`src/rtl/seqload_pkg.sv`:
```
package seqload_pkg;
  typedef struct packed {
    logic shiftCol;
    logic loadLfsr;
    logic stepLfsr;
    logic clrScore;
    logic accScore;
  } seqStb_t;

  typedef enum logic [1:0] {ST_COLLECT, ST_VERIFY, ST_LOCKED} seqState_t;
endpackage

```
`src/rtl/seqload_dp.sv`:
```
module seqload_dp
  import seqload_pkg::*;
#(
  parameter int MAX_S = 15,
  parameter int WIN_W = 8,
  localparam int CNT_W = $clog2(MAX_S + 1)
) (
  input  logic                    clk,
  input  logic                    rstN,
  input  seqStb_t                 stb,
  input  logic                    chipIn,
  input  logic [CNT_W-1:0]        cfgLen,
  input  logic [MAX_S-1:0]        cfgTaps,
  input  logic signed [WIN_W:0]   cfgThresh,
  output logic                    predChip,
  output logic                    passNow
);
  logic [MAX_S-1:0] colReg;
  logic [MAX_S-1:0] lfsrState;
  logic [MAX_S-1:0] lenMask;
  logic signed [WIN_W:0] score;
  logic signed [WIN_W:0] scoreNext;

  // Only the low S taps take part in feedback.
  always_comb begin
    for (int i = 0; i < MAX_S; i++) lenMask[i] = (i < int'(cfgLen));
  end

  assign predChip  = ^(lfsrState & cfgTaps & lenMask);
  assign scoreNext = (predChip == chipIn) ? score + (WIN_W+1)'(1) : score - (WIN_W+1)'(1);
  assign passNow   = scoreNext >= cfgThresh;

  always_ff @(posedge clk) begin
    if (!rstN) begin
      colReg    <= '0;
      lfsrState <= '0;
      score     <= '0;
    end else begin
      if (stb.shiftCol) colReg <= {colReg[MAX_S-2:0], chipIn};
      if (stb.loadLfsr) lfsrState <= {colReg[MAX_S-2:0], chipIn};
      else if (stb.stepLfsr) lfsrState <= {lfsrState[MAX_S-2:0], predChip};
      if (stb.clrScore) score <= '0;
      else if (stb.accScore) score <= scoreNext;
    end
  end

  // Replica is frozen unless the control advances or reloads it.
  assert_replica_hold_R8: assert property (@(posedge clk) disable iff (!rstN)
    (!stb.stepLfsr && !stb.loadLfsr) |=> $stable(lfsrState));

  // Score only moves by one step per accumulated chip.
  assert_score_step_R4: assert property (@(posedge clk) disable iff (!rstN)
    (stb.accScore && !stb.clrScore) |=>
      (score == $past(score) + (WIN_W+1)'(1) || score == $past(score) - (WIN_W+1)'(1)));
endmodule

```
`src/rtl/seqload_ctrl.sv`:
```
module seqload_ctrl
  import seqload_pkg::*;
#(
  parameter int MAX_S = 15,
  parameter int WIN_W = 8,
  localparam int CNT_W = $clog2(MAX_S + 1)
) (
  input  logic              clk,
  input  logic              rstN,
  input  logic              chipValid,
  input  logic [CNT_W-1:0]  cfgLen,
  input  logic [WIN_W-1:0]  cfgWindow,
  input  logic              passNow,
  output seqStb_t           stb,
  output logic              loadPulse,
  output logic              locked
);
  seqState_t state;
  logic [CNT_W-1:0] colCnt;
  logic [WIN_W-1:0] winCnt;
  logic colLast, winLast;

  assign colLast = (colCnt + 1'b1) == cfgLen;
  assign winLast = (winCnt + 1'b1) == cfgWindow;

  always_comb begin
    stb = '0;
    if (chipValid) begin
      unique case (state)
        ST_COLLECT: begin
          stb.shiftCol = 1'b1;
          stb.loadLfsr = colLast;
          stb.clrScore = colLast;
        end
        ST_VERIFY: begin
          stb.accScore = 1'b1;
          stb.stepLfsr = 1'b1;
        end
        default: stb.stepLfsr = 1'b1;
      endcase
    end
  end

  always_ff @(posedge clk) begin
    if (!rstN) begin
      state     <= ST_COLLECT;
      colCnt    <= '0;
      winCnt    <= '0;
      loadPulse <= 1'b0;
      locked    <= 1'b0;
    end else begin
      loadPulse <= 1'b0;
      if (chipValid) begin
        unique case (state)
          ST_COLLECT: begin
            if (colLast) begin
              colCnt    <= '0;
              winCnt    <= '0;
              loadPulse <= 1'b1;
              state     <= ST_VERIFY;
            end else begin
              colCnt <= colCnt + 1'b1;
            end
          end
          ST_VERIFY: begin
            if (winLast) begin
              winCnt <= '0;
              if (passNow) begin
                state  <= ST_LOCKED;
                locked <= 1'b1;
              end else begin
                state  <= ST_COLLECT;
                colCnt <= '0;
              end
            end else begin
              winCnt <= winCnt + 1'b1;
            end
          end
          default: ;
        endcase
      end
    end
  end

  assert_load_single_R2: assert property (@(posedge clk) disable iff (!rstN)
    loadPulse |=> !loadPulse);
  assert_load_enters_verify_R2: assert property (@(posedge clk) disable iff (!rstN)
    loadPulse |-> state == ST_VERIFY);
  assert_locked_sticky_R6: assert property (@(posedge clk) disable iff (!rstN)
    locked |=> locked);
  assert_no_reload_locked_R6: assert property (@(posedge clk) disable iff (!rstN)
    locked |-> !loadPulse);
endmodule

```
`src/rtl/seqload_top.sv`:
```
module seqload_top
  import seqload_pkg::*;
#(
  parameter int MAX_S = 15,
  parameter int WIN_W = 8,
  localparam int CNT_W = $clog2(MAX_S + 1)
) (
  input  logic                  clk,
  input  logic                  rstN,
  input  logic                  chipValid,
  input  logic                  chipIn,
  input  logic [CNT_W-1:0]      cfgLen,
  input  logic [MAX_S-1:0]      cfgTaps,
  input  logic [WIN_W-1:0]      cfgWindow,
  input  logic signed [WIN_W:0] cfgThresh,
  output logic                  localChip,
  output logic                  loadPulse,
  output logic                  locked
);
  seqStb_t stb;
  logic    passNow;

  seqload_ctrl #(.MAX_S(MAX_S), .WIN_W(WIN_W)) u_ctrl (
    .clk(clk), .rstN(rstN), .chipValid(chipValid), .cfgLen(cfgLen),
    .cfgWindow(cfgWindow), .passNow(passNow), .stb(stb),
    .loadPulse(loadPulse), .locked(locked)
  );

  seqload_dp #(.MAX_S(MAX_S), .WIN_W(WIN_W)) u_dp (
    .clk(clk), .rstN(rstN), .stb(stb), .chipIn(chipIn), .cfgLen(cfgLen),
    .cfgTaps(cfgTaps), .cfgThresh(cfgThresh), .predChip(localChip),
    .passNow(passNow)
  );
endmodule

```
`config.mk`:
```
export PLATFORM = sky130hd
export DESIGN_NAME = seqload_top
export DESIGN_NICKNAME = d
export VERILOG_FILES = /design/src/rtl/seqload_pkg.sv /design/src/rtl/seqload_dp.sv /design/src/rtl/seqload_ctrl.sv /design/src/rtl/seqload_top.sv
export SDC_FILE = /design/constraint.sdc
export NUM_CORES = 1
export LEC_CHECK = 0
export BUFFER_PORTS_ARGS = -buffer_cell sky130_fd_sc_hd__buf_4
export CAP_MARGIN = 20
export CORE_MARGIN = 10
export CORE_UTILIZATION = 55
export DETAILED_ROUTE_END_ITERATION = 7
export GPL_TIMING_DRIVEN = 0
export PLACE_DENSITY_LB_ADDON = 0.15
export SYNTH_ARGS = -nofsm -noshare
export SYNTH_HDL_FRONTEND = slang
export SYNTH_SLANG_ARGS = --single-unit
```
`constraint.sdc`:
```
create_clock -name clk -period 6.5 [get_ports clk]
set_input_delay 0.65 -clock clk [delete_from_list [all_inputs] [get_ports clk]]
set_output_delay 0.65 -clock clk [all_outputs]
set_load 0.005 [all_outputs]
```
**Yosys cells after proc, flatten, opt, wreduce, memory -nomap -nowiden**

Cells that the tools add are included.

- Flip-flop bits (word level): 54
- Input bits: 40
- Output and inout bits: 3
- Word-level logic and storage cells: 68

- Add/sub/neg operators: 4
- Order comparisons: 16
- Eq/ne operators: 7
- Mux-type cells: 20
- Bitwise operators: 3
- Reductions and logical operators: 10

Operator list:

| operator | number |
|---|---|
| 15-bit AND | 2 |
| 15-bit two-way mux | 2 |
| 4-bit less-than comparator (first input constant) | 7 |
| 3-bit by 4-bit less-than comparator with 1-bit output (first input constant) | 4 |
| 8-bit two-way mux | 2 |
| 8-bit case mux with 2 select lines | 1 |
| 15-bit parity | 1 |
| 4-bit two-way mux | 3 |
| 4-bit AND reduction | 3 |
| 9-bit by 2-bit adder with 9-bit output (second input constant) | 1 |
| 9-bit >= comparator | 1 |
| 9-bit two-way mux | 1 |
| 9-bit by 2-bit subtractor with 9-bit output (second input constant) | 1 |
| 8-bit by 1-bit adder with 8-bit output (second input constant) | 1 |
| 8-bit == test | 1 |
| 1-bit by 4-bit less-than comparator with 1-bit output (first input constant) | 2 |
| 2-bit by 4-bit less-than comparator with 1-bit output (first input constant) | 2 |
| 2-bit two-way mux | 4 |
| 4-bit case mux with 2 select lines | 1 |
| 3-bit AND reduction | 2 |
| 5-bit two-way mux | 1 |
| 4-bit by 1-bit adder with 4-bit output (second input constant) | 1 |
| 4-bit == test | 1 |
| 1-bit two-way mux | 4 |
| other kinds (9) | 11 |

**Logic depth before layout (Yosys ltp)**

Gate-level depths: netlist (run 1).

- Depth in word-level cells: 9
- Depth in mapped cells: 26
- Gate-level depth less buffers: 25

**Cells and area by module**

Synthesis (run 1) repeated with hierarchy kept, for this count alone.

- Cells, all modules: 404
- Area, all modules: 3539.6 sq um

Modules (own cells, without submodules):

| module | instances | cells each | area an instance (sq um) | seq. area each (sq um) |
|---|---|---|---|---|
| seqload_dp | 1 | 278 | 2451.1 | 760.7 |
| seqload_ctrl | 1 | 126 | 1088.5 | 320.3 |

**Worst setup path after synthesis (run 1)**

No wires, ideal clock.

- Path kind: input to register
- From: in cfgLen[0]
- To: reg u_ctrl.colCnt[2]
- Data arrival time: 5.555 ns
- Slack: 0.823 ns
- Stages on the path: 23
- Buffers on the path: 1
- Cell sequence: buf_2 and2_1 nand4_1 o21ai_1 xor2_1 xnor3_1 xnor2_2 xor2_1 ha_1 nor2b_1 a221oi_1 o21bai_1 a21oi_1 o21ai_0 xnor2_1 xnor3_1 ha_1 nand2_1 or2_2 a211o_1 a21oi_1 a21boi_0 o22ai_1

- Longest elaborated chain between the ends: 8
- Elaborated cells between the ends (all ways): 25
- Those cells by class: 16 x order compare; 3 x eq/ne; 3 x mux; 1 x bitwise; 2 x reduce/logical

RTL lines:

| element | RTL line | RTL |
|---|---|---|
| from (decl) | seqload_top.sv:12 | `input logic [CNT_W-1:0] cfgLen,` |
| 1-bit by 4-bit less-than comparator with 1-bit output, or another cell as far along | seqload_dp.sv:26 | `for (int i = 0; i < MAX_S; i++) lenMask[i] = (i < int'(cfgLen));` |
| 15-bit AND (*) | seqload_dp.sv:29 | `assign predChip = ^(lfsrState & cfgTaps & lenMask);` |
| 15-bit parity (*) | seqload_dp.sv:29 |  |
| net localChip | seqload_top.sv:16 | `output logic localChip,` |
| 1-bit == test (*) | seqload_dp.sv:30 | `assign scoreNext = (predChip == chipIn) ? score + (WIN_W+1)'(1) : score - (WIN_W+1)'(1);` |
| 9-bit two-way mux (*) | seqload_dp.sv:30 |  |
| net u_dp.scoreNext[8] | seqload_dp.sv:22 | `logic signed [WIN_W:0] scoreNext;` |
| 9-bit >= comparator (*) | seqload_dp.sv:31 | `assign passNow = scoreNext >= cfgThresh;` |
| 2-bit inequality test (no line) (*) | -- |  |
| 4-bit AND reduction (no line) (*) | -- |  |
| to (signal assigned) | seqload_ctrl.sv:62 | `colCnt <= colCnt + 1'b1;` |
| to (decl) | seqload_ctrl.sv:19 | `logic [CNT_W-1:0] colCnt;` |

Mark *: on every way through the listed nets, which the timed path passes. The rest lies on a longest branch.
A chain may end at the register's enable or synchronous reset.

**Worst setup path after layout (run 1)**

- From: in cfgLen[0]
- To: reg u_ctrl.colCnt[3]

- Longest elaborated chain between the ends: 8
- Elaborated cells between the ends (all ways): 25
- Those cells by class: 16 x order compare; 3 x eq/ne; 3 x mux; 1 x bitwise; 2 x reduce/logical

RTL lines:

| element | RTL line |
|---|---|
| 1-bit by 4-bit less-than comparator with 1-bit output, or another cell as far along | seqload_dp.sv:26 |
| 15-bit AND (*) | seqload_dp.sv:29 |
| 15-bit parity (*) | seqload_dp.sv:29 |
| 1-bit == test (*) | seqload_dp.sv:30 |
| 9-bit two-way mux (*) | seqload_dp.sv:30 |
| net u_dp.scoreNext[8] | seqload_dp.sv:22 |
| 9-bit >= comparator (*) | seqload_dp.sv:31 |
| 2-bit inequality test (no line) (*) | -- |
| 4-bit AND reduction (no line) (*) | -- |

Marks and branches as above.

==> results_dict.tcl, run 1 <==
set metrics [dict create \
    finalSetupTns_ps 0 \
    setup_viol 0 \
    fmax_mhz 168.1 \
    slew_violations 0 \
    start_util_pct 56.59 \
    cts_buffer_depth 2 \
    crit_type "in2reg" \
    hold_violations 0 \
    core-area_mm2 0.005886 \
    dp_hpwl_um 5880 \
    final_nets 517 \
    syn-cell-area_mm2 0.003331 \
    vias 2892 \
    avgSynthCellArea_um2 8.144 \
    min_delay_path_depth 2 \
    io_buffers 41 \
    critPathMaxFanout 9 \
    synth_async_sr_flop_share_pct 0 \
    hold_class "reg2reg" \
    avgRoutedWirePerCell_um 13.82 \
    ys_ff_latch 54 \
    crit_path_end "u_ctrl.colCnt[3]$_SDFFE_PN0P_" \
    ys_seq_area_share_pct 32.46 \
    drc_errors 0 \
    first_iter_violations 116 \
    maxCapViolCount 0 \
    cp-start-kind "primary input" \
    dpl.cell_count 525 \
    synthToLayoutAreaGrowth_pct 15.29 \
    worstReg2RegEnd "u_ctrl.colCnt[3]$_SDFFE_PN0P_" \
    ys.flop_type "dfxtp_1" \
    layout-drive-gt1-share_pct 14.85 \
    final_util_pct 65.24 \
    place.gp.congestion 0.8236 \
    status "complete, no violations" \
    yosys_warnings 0 \
    grt_max_degree 18 \
    critPathLaunch "cfgLen[0]" \
    grt-ovfl-total 0 \
    grt_pass1_vias 2620 \
    reg2regPathDepth 23 \
    max_slew_margin_pct 48.05 \
    ios 43 \
    rsz0062_at_grt "no" \
    r2r_start "u_dp.lfsrState[2]$_SDFFE_PN0P_" \
    end_kind "register" \
    required_ps 6710 \
    clk_latency_ps 310 \
    cts_num_sinks 54 \
    finalCritPeriodShare_pct 91.51 \
    viasPerCell 5.426 \
    final_common_cell "nand2_1" \
    dr.pass1.iters 4 \
    leakagePower_nw 1.645 \
    htreeDepth 2 \
    grt_pass1_wl_um 12140 \
    postSynthCellCount 409 \
    die_w_um 97.82 \
    syn_nets 469 \
    power_density_mw_per_mm2 198.9 \
    finalNonFillerCells 533 \
    final_cell_mix "68 x nand2_1, 54 x dfxtp_1, 41 x buf_4" \
    n_antenna_cell 0 \
    routed_wl_um 7365 \
    ant_nets 0 \
    cts-root-buf "clkbuf_8" \
    place_ws_ps -64.40 \
    fin_crit_ps 5948 \
    antenna_found_initial 0 \
    fin_ws_ps 551.8 \
    peakVddDrop_mv 0.1015 \
    grt_usage_pct 14.78 \
    numCtsBuffers 5 \
    n_fill_cell 529 \
    synth_edf_count 0 \
    dieHeight_um 97.82 \
    holdWs_ps 466.0 \
    clk_pin_slew_ps 90 \
    fp.dieArea_mm2 0.009569 \
    row_count 28 \
    clock_skew_ps 6.863 \
    cts_tree "built" \
    ys_types 53 \
    rrSetupSlack_ps 700 \
    worst_ep_arrival_time_ps 6160 \
    worstMarginPinSlew_ps 772.8 \
]
[Yosys cell counts (2+ instances only)]
master    number  area share [%]
o211a_1        3            0.90
nand2_1       68             7.7
and2_1         4            0.75
nor2b_1        4            0.75
o21bai_1       3            0.68
xor2_1        14             3.7
nand4_1        5            0.94
o211ai_1       3            0.68
xnor2_1       23             6.0
mux2i_1       17             5.1
o21a_1         2            0.45
o21ai_0        4            0.60
clkbuf_1      10             1.1
a31oi_1        2            0.38
o21ai_1        2            0.30
inv_1         19             2.1
a21o_1         6             1.4
a21boi_0       2            0.45
a211oi_1      16             3.6
nand3_1       12             1.8
nor4_1         3            0.56
a21oi_1       36             5.4
nand2b_1       4            0.75
nor2_1        34             3.8
ha_1          19             7.1
dfxtp_1       54              32
and3_1         2            0.38
nor3_1         4            0.60
buf_6          2            0.68
xnor3_1        2             1.4
buf_2          8             1.2
[routing by layer]
metal,vias to the layer above,global-route usage [%],wire (um)
met2,45,23.35,3352
li1,1508,-,-
met4,0,4.362,78
met3,7,3.312,312
met5,-,0,0
met1,1332,19.56,3622
[power by group]
part | leakage, nW | switching, W | internal (W)
clock | 0.0514 | 0.000111 | 0.0000878
sequential | 0.436 | 0.0000115 | 0.000342
combinational | 1.16 | 0.000111 | 0.000101
total | 1.64 | 0.000233 | 0.000530
[cells by family after synthesis]
kind of cell / count (synthesis) / synth area share [%]
compound gates: 90 / 17.81
xor+xnor: 40 / 11.57
fa+ha+maj: 21 / 8.039
buf+inv: 40 / 5.259
flops: 54 / 32.46
mux: 17 / 5.109
simple gates: 147 / 19.76
[worst min path at each step]
| stage | startpoint | end | slack, ps |
|---|---|---|---|
| finish | u_dp.score[5]$_SDFFE_PP0P_ | u_dp.score[5]$_SDFFE_PP0P_ | 470 |
| global route | u_dp.score[5]$_SDFFE_PP0P_ | u_dp.score[5]$_SDFFE_PP0P_ | 490 |
| CTS | u_dp.score[5]$_SDFFE_PP0P_ | u_dp.score[5]$_SDFFE_PP0P_ | 470 |
| detailed placement | u_dp.score[5]$_SDFFE_PP0P_ | u_dp.score[5]$_SDFFE_PP0P_ | 460 |
| global placement | u_dp.score[5]$_SDFFE_PP0P_ | u_dp.score[5]$_SDFFE_PP0P_ | 450 |
| floorplan | u_dp.colReg[13]$_SDFFE_PN0P_ | u_dp.colReg[13]$_SDFFE_PN0P_ | 440 |
[stage by stage]
stage / instance area, um^2 / power [W]
final: 3840 / 0.0007637
after global routing: 3840 / 0.0008103
after CTS: 3832 / 0.0007712
after detailed placement: 3732 / 0.0005732
after global placement: 3732 / 0.0005652
after floorplan: 3331 / 0.0005129
[registers in the layout, indices dropped and copies added (netlist names)]
| signal | cells |
|---|---|
| u_dp.lfsrState | 15 |
| u_dp.colReg | 14 |
| u_dp.score | 9 |
| u_ctrl.winCnt | 8 |
| u_ctrl.colCnt | 4 |
| u_ctrl.state | 2 |
| u_ctrl.loadPulse | 1 |
| u_ctrl.locked | 1 |
[layout make-up]
type                       instances  area (um^2)  share of cell area, %
multi-input combinational        315         2082                  54.22
clock buffer                       6        82.58                  2.151
sequential                        54         1081                  28.15
tap                               75        93.84                  2.444
inverter                          20        75.07                  1.955
buffer                            20        100.1                  2.607
clock inverter                     2        17.52                 0.4562
timing repair buffer              41        307.8                  8.016
[worst max-delay path, cell delays in order]
cell	delay [ps]
buf_2	160
and2_1	200
nand4_1	100
o21ai_1	100
xor2_1	190
xnor3_1	460
xnor2_2	340
xor2_2	420
ha_1	360
nor2b_1	140
a221oi_1	380
o21bai_1	100
a21oi_1	230
o21ai_0	160
xnor2_1	170
xnor3_1	260
ha_1	210
nor2_1	90
nand2_1	70
or2_2	280
a211o_1	300
a21oi_1	350
nand2_1	140
o41ai_1	260
[repair_timing]
action                                  4_1_cts  5_1_grt
resized for setup                             0        1
endpoints found under the setup margin        0        3
buffers inserted                              0        0
hold buffers                                  0        0
No activity file was read; power rests on OpenSTA's default activity.
==> inputs of run 2 (changes only) <==
--- a/config.mk
+++ b/config.mk
@@ -11,7 +11,7 @@
 export CORE_UTILIZATION = 55
 export DETAILED_ROUTE_END_ITERATION = 7
 export GPL_TIMING_DRIVEN = 0
-export PLACE_DENSITY_LB_ADDON = 0.15
+export PLACE_DENSITY = 0.84
 export SYNTH_ARGS = -nofsm -noshare
 export SYNTH_HDL_FRONTEND = slang
 export SYNTH_SLANG_ARGS = --single-unit
==> run 2 against run 1 <==
  * Cell area up 0.23%
  * Register-to-register slack worse by 140 ps
  * Global-route usage up 1.3 points
  * Sequential cell count unchanged
  * Hold slack better by 1.8 ps
  * Power up 3.8%
  * Largest power group unchanged
  * Maximum frequency down 2.5%
  * Via count up 2.9%
  * Core utilization up 0.15 points
  * Routed wire length up 5.8%
  * Non-clock buffer count unchanged
  * Critical path depth up 1
==> results_dict.tcl, run 2 (same netlist as run 1, synthesis figures left out) <==
set metrics [dict create \
    antenna_found_initial 0 \
    avgRoutedWirePerCell_um 14.62 \
    first_iter_violations 134 \
    clk_pin_slew_ps 90 \
    ios 43 \
    place.gp.congestion 0.8591 \
    routed_wl_um 7793 \
    core-area_mm2 0.005886 \
    worst_ep_arrival_time_ps 6300 \
    dp_hpwl_um 6115 \
    fp.dieArea_mm2 0.009569 \
    clockPowerShare_pct 27.9 \
    rsz0062_at_grt "no" \
    sw_frac_of_total_pct 29.74 \
    fin_crit_ps 6099 \
    p_seq_share_pct 44.5 \
    viasPerCell 5.585 \
    finalCritPeriodShare_pct 93.83 \
    final_nets 517 \
    start_util_pct 56.59 \
    holdWs_ps 467.8 \
    power_w 0.0007924 \
    grt_pass1_vias 2944 \
    grt_max_degree 17 \
    multiInputGateArea_mm2 0.002082 \
    cts_num_sinks 54 \
    final_cell_mix "68 x nand2_1, 54 x dfxtp_1, 41 x buf_4" \
    n_antenna_cell 0 \
    worstMarginPinSlew_ps 741.0 \
    cts-root-buf "clkbuf_8" \
    largest_register_ffs 15 \
    power_density_mw_per_mm2 205.9 \
    n_fill_cell 520 \
    cts_buffer_depth 2 \
    place_ws_ps -100.2 \
    hold_class "reg2reg" \
    cts_tree "built" \
    row_count 28 \
    combPwrFrac_pct 27.6 \
    grt_pass1_wl_um 13340 \
    cp-start-kind "primary input" \
    max_slew_margin_pct 50.19 \
    end_kind "register" \
    die_w_um 97.82 \
    layout-drive-gt1-share_pct 14.85 \
    dr.pass1.iters 4 \
    seq_area_mm2 0.001081 \
    synthToLayoutAreaGrowth_pct 15.55 \
    fin_ws_ps 401.3 \
    critPathMaxFanout 10 \
    final_common_cell "nand2_1" \
    slew_violations 0 \
    setup_viol 0 \
    vias 2977 \
    post_cts.repair.setup_buffers 0 \
    grt_usage_pct 16.07 \
    dieHeight_um 97.82 \
    peakVddDrop_mv 0.09705 \
    leakagePower_nw 1.651 \
    required_ps 6710 \
    io_buffers 41 \
    htreeDepth 2 \
    numCtsBuffers 5 \
    power_switching_w 0.0002356 \
    hold_violations 0 \
    ant_nets 0 \
    reg_top3 "u_dp.lfsrState: 15 flops, u_dp.colReg: 14 flops, u_dp.score: 9 flops" \
    top_register "u_dp.lfsrState" \
    grt-ovfl-total 0 \
    fmax_mhz 164.0 \
    maxCapViolCount 0 \
    crit_type "in2reg" \
    drc_errors 0 \
    clock_skew_ps 2.830 \
    p_int_w 0.0005568 \
    clk_latency_ps 310 \
    status "complete, no violations" \
]
[run 2: changes by cell type in the layout (fill, tap and decap cells not counted)]
cell       delta
clkinv_2      +2
clkbuf_8      -1
bufinv_16     +1
clkinv_4      -2
[run 2: critical path, cell delays in order]
cell and delay, ps:
buf_4 120, buf_6 140, o311a_1 370, nor3_1 180
a21oi_1 80, xnor2_1 220, xnor2_1 140, xnor2_2 400
xor2_2 430, ha_1 360, nor2b_1 150, a221oi_1 400
o21bai_1 110, a21oi_1 230, o21ai_0 150, xnor2_1 210
xnor3_1 280, ha_1 220, nor2_1 90, nand2_1 80
or2_2 290, a211o_1 290, a21oi_1 350, nand2_1 130
o41ai_1 260
[run 2: metal layers]
| metal | global-route usage (%) | wire length (um) | vias to the layer above |
|---|---|---|---|
| met2 | 28.02 | 3849 | 60 |
| li1 | - | - | 1508 |
| met1 | 19.27 | 3499 | 1395 |
| met3 | 2.678 | 302 | 14 |
| met5 | 0 | 0 | - |
| met4 | 5.817 | 140 | 0 |
[run 2: path summary, 6_finish.rpt]
kind / end / start / cells after the start / slack [ps]
setup / recovery: u_ctrl.colCnt[3]$_SDFFE_PN0P_ / cfgLen[1] / 25 / 400
setup reg to reg: u_ctrl.colCnt[3]$_SDFFE_PN0P_ / u_dp.lfsrState[2]$_SDFFE_PN0P_ / 23 / 560
hold / removal: u_dp.score[6]$_SDFFE_PP0P_ / u_dp.score[6]$_SDFFE_PP0P_ / 2 / 470
hold reg to reg: u_dp.score[6]$_SDFFE_PP0P_ / u_dp.score[6]$_SDFFE_PP0P_ / 2 / 470
[run 2: final cells by class]
| type | count | area share (%) |
|---|---|---|
| inverter | 20 | 1.951 |
| tap | 75 | 2.438 |
| timing repair buffer | 41 | 7.997 |
| clock buffer | 5 | 1.788 |
| buffer | 20 | 2.601 |
| clock inverter | 3 | 1.040 |
| sequential | 54 | 28.09 |
| multi-input combinational | 315 | 54.10 |
[run 2: power groups by stage]
stage | sequential, W | clock, W | combinational [W]
2_1_floorplan | 0.000356 | 0 | 0.000157
3_3_place_gp | 0.000359 | 0 | 0.000205
3_5_place_dp | 0.000360 | 0 | 0.000216
4_1_cts | 0.000352 | 0.000224 | 0.000218
5_1_grt | 0.000354 | 0.000238 | 0.000248
6_report | 0.000353 | 0.000221 | 0.000219
[run 2: metrics by stage]
stage	cells	setup TNS [ps]	cell area [um^2]	utilization [%]
after detailed placement	525	-135.6	3732	63.41
after global placement	525	0	3732	63.41
final	533	0	3849	65.39
after global routing	533	0	3849	65.39
after floorplan	409	0	3331	-
after CTS	533	0	3841	65.26
[run 2: what timing repair did]
item,in CTS,in global routing
endpoints found under the hold margin,0,0
resized for setup,0,1
hold buffers,0,0
setup endpoints to repair,0,4
==> inputs of run 3 (changes only) <==
--- a/config.mk
+++ b/config.mk
@@ -11,7 +11,9 @@
 export CORE_UTILIZATION = 55
 export DETAILED_ROUTE_END_ITERATION = 7
 export GPL_TIMING_DRIVEN = 0
+export HOLD_SLACK_MARGIN = 0.15
 export PLACE_DENSITY = 0.84
+export REMOVE_ABC_BUFFERS = 1
 export SYNTH_ARGS = -nofsm -noshare
 export SYNTH_HDL_FRONTEND = slang
 export SYNTH_SLANG_ARGS = --single-unit
==> run 3 against run 2 <==
  * First-iteration DRC count is 10% lower
  * Die area stayed put
  * Highest routed layer unchanged
  * Global-route usage fell by 1.2 points
  * Routed wire length fell by 6.6%
  * Cell count down 3.2%
  * Critical endpoint unchanged
  * Core utilization is 1.1 points lower
  * Non-clock buffer count shrank 17
  * Critical path depth decreased by 1
  * Sequential cell count unchanged
  * Cell area shrank 1.6%
==> results_dict.tcl, run 3 (same netlist as run 1, synthesis figures left out) <==
set metrics [dict create \
    fmax_mhz 169.6 \
    placed_cell_area_mm2 0.003640 \
    cts-root-buf "clkbuf_8" \
    worstMarginPinSlew_ps 637.4 \
    power_w 0.0007961 \
    slew_violations 0 \
    clk_pin_slew_ps 100 \
    cp_num_buf_inv 1 \
    vias 2846 \
    postCtsResizedCells 0 \
    htreeDepth 2 \
    p_int_w 0.0005580 \
    cp-start-kind "primary input" \
    grt_pass1_vias 2765 \
    power_switching_w 0.0002382 \
    row_count 28 \
    dp_hpwl_um 5503 \
    cts_buffer_depth 2 \
    clk_latency_ps 310 \
    crit_slowest_cell "xnor3_1" \
    maxCapViolCount 0 \
    grt_pass1_wl_um 12300 \
    end_kind "register" \
    fin_crit_ps 5896 \
    antenna_found_initial 0 \
    clock_skew_ps 5.718 \
    fin_ws_ps 603.9 \
    drc_errors 0 \
    place_ws_ps 79.01 \
    clockPowerShare_pct 29.3 \
    grt_max_degree 38 \
    p_seq_share_pct 44.3 \
    ios 43 \
    synthToLayoutAreaGrowth_pct 13.67 \
    reg_top3 "u_dp.lfsrState: 15 flops, u_dp.colReg: 14 flops, u_dp.score: 9 flops" \
    sw_frac_of_total_pct 29.92 \
    io_buffers 42 \
    grt_usage_pct 14.87 \
    max_slew_margin_pct 57.16 \
    required_ps 6720 \
    avgRoutedWirePerCell_um 14.10 \
    combPwrFrac_pct 26.5 \
    dieHeight_um 97.82 \
    largest_register_ffs 15 \
    ant_nets 0 \
    routed_wl_um 7278 \
    crit_family "compound AO/OA/AOI/OAI gates" \
    dr.pass1.iters 4 \
    ctsHoldBuffers 0 \
    die_w_um 97.82 \
    place.gp.congestion 0.8355 \
    worst_ep_arrival_time_ps 6120 \
    finalCritPeriodShare_pct 90.71 \
    status "complete, no violations" \
    final_area_mm2 0.003786 \
    viasPerCell 5.516 \
    crit_type "in2reg" \
    hold_violations 0 \
    power_density_mw_per_mm2 210.3 \
    crit_chain "buf_4 > and2_1 > nand4_1 > o21ai_1 > xor2_1 > xnor3_1 > xnor2_2 > xor2_2 > ha_1 > nor2b_1 > a221oi_1 > o21bai_1 > a21oi_1 > o21ai_0 > xnor2_1 > xnor3_1 > ha_1 > nor2_1 > nand2_1 > or2_2 > a211o_1 > a21oi_1 > nand2_1 > o41ai_1" \
    min_delay_path_depth 2 \
    peakVddDrop_mv 0.1072 \
    leakagePower_nw 1.607 \
    top_register "u_dp.lfsrState" \
    layout-drive-gt1-share_pct 13.83 \
    core-area_mm2 0.005886 \
    critical_path_depth 24 \
    start_util_pct 56.59 \
    first_iter_violations 120 \
    cts_tree "built" \
    cpPeakStageDelay_ps 460 \
    hold_class "reg2reg" \
    final_nets 500 \
    reg2regPathDepth 23 \
    n_fill_cell 498 \
    fp.dieArea_mm2 0.009569 \
    grt-ovfl-total 0 \
    rsz0062_at_grt "no" \
    numCtsBuffers 5 \
    critPathMaxFanout 11 \
    cts_num_sinks 54 \
    finalSetupTns_ps 0 \
    final_common_cell "nand2_1" \
    holdWs_ps 467.3 \
    final_cell_mix "68 x nand2_1, 54 x dfxtp_1, 43 x buf_4" \
    post_cts.repair.setup_buffers 0 \
    n_antenna_cell 0 \
    setup_viol 0 \
]
## run 3: cell types whose count changed in the layout (fill, tap and decap cells not counted), sizes merged
cell / change
clkbuf: -10
buf: -7
clkinv: -1
inv: +1
## run 3: layer usage
layer / vias to the layer above / global-route usage [%] / wire [um]
li1: 1468 / - / -
met4: 0 / 4.251 / 78
met1: 1329 / 17.04 / 3221
met2: 43 / 26.75 / 3693
met3: 6 / 3.383 / 284
met5: - / 0 / 0
## run 3: power by group through the flow
stage / logic (W) / clock network [W] / registers, W
5_1_grt: 0.000238 / 0.000249 / 0.000354
3_5_place_dp: 0.000209 / 0 / 0.000360
4_1_cts: 0.000210 / 0.000236 / 0.000352
3_3_place_gp: 0.000200 / 0 / 0.000359
6_report: 0.000211 / 0.000233 / 0.000352
2_1_floorplan: 0.000150 / 0 / 0.000357
## run 3: worst reg2reg max path: cells and delay by family (launching register included)
| family | cells | cell delay [ps] |
|---|---|---|
| compound gates | 8 | 1910 |
| xor+xnor | 7 | 1940 |
| fa+ha+maj | 2 | 560 |
| flops | 1 | 420 |
| simple gates | 6 | 840 |
## run 3: worst paths after layout
| check | end | slack [ps] | startpoint |
|---|---|---|---|
| worst max-delay path | u_ctrl.colCnt[3]$_SDFFE_PN0P_ | 600 | cfgLen[1] |
| worst max register to register | u_ctrl.colCnt[3]$_SDFFE_PN0P_ | 740 | u_dp.lfsrState[2]$_SDFFE_PN0P_ |
| worst min register to register | u_dp.score[2]$_SDFFE_PP0P_ | 470 | u_dp.score[2]$_SDFFE_PP0P_ |
| worst min-delay path | u_dp.score[2]$_SDFFE_PP0P_ | 470 | u_dp.score[2]$_SDFFE_PP0P_ |
## run 3: through the flow
step	std cells	utilization, %
finish	516	64.33
floorplan	389	-
CTS	514	63.82
global placement	506	61.84
detailed placement	506	61.84
global route	516	64.33
## run 3: cell type report
cell class                      count  area [um^2]  area share, %
Inverter                           20        75.07          1.983
Timing Repair Buffer               44        337.8          8.923
Clock inverter                      3        47.55          1.256
Multi-Input combinational cell    315         2082          54.99
Clock buffer                        5        68.82          1.818
Tap cell                           75        93.84          2.479
Sequential cell                    54         1081          28.55
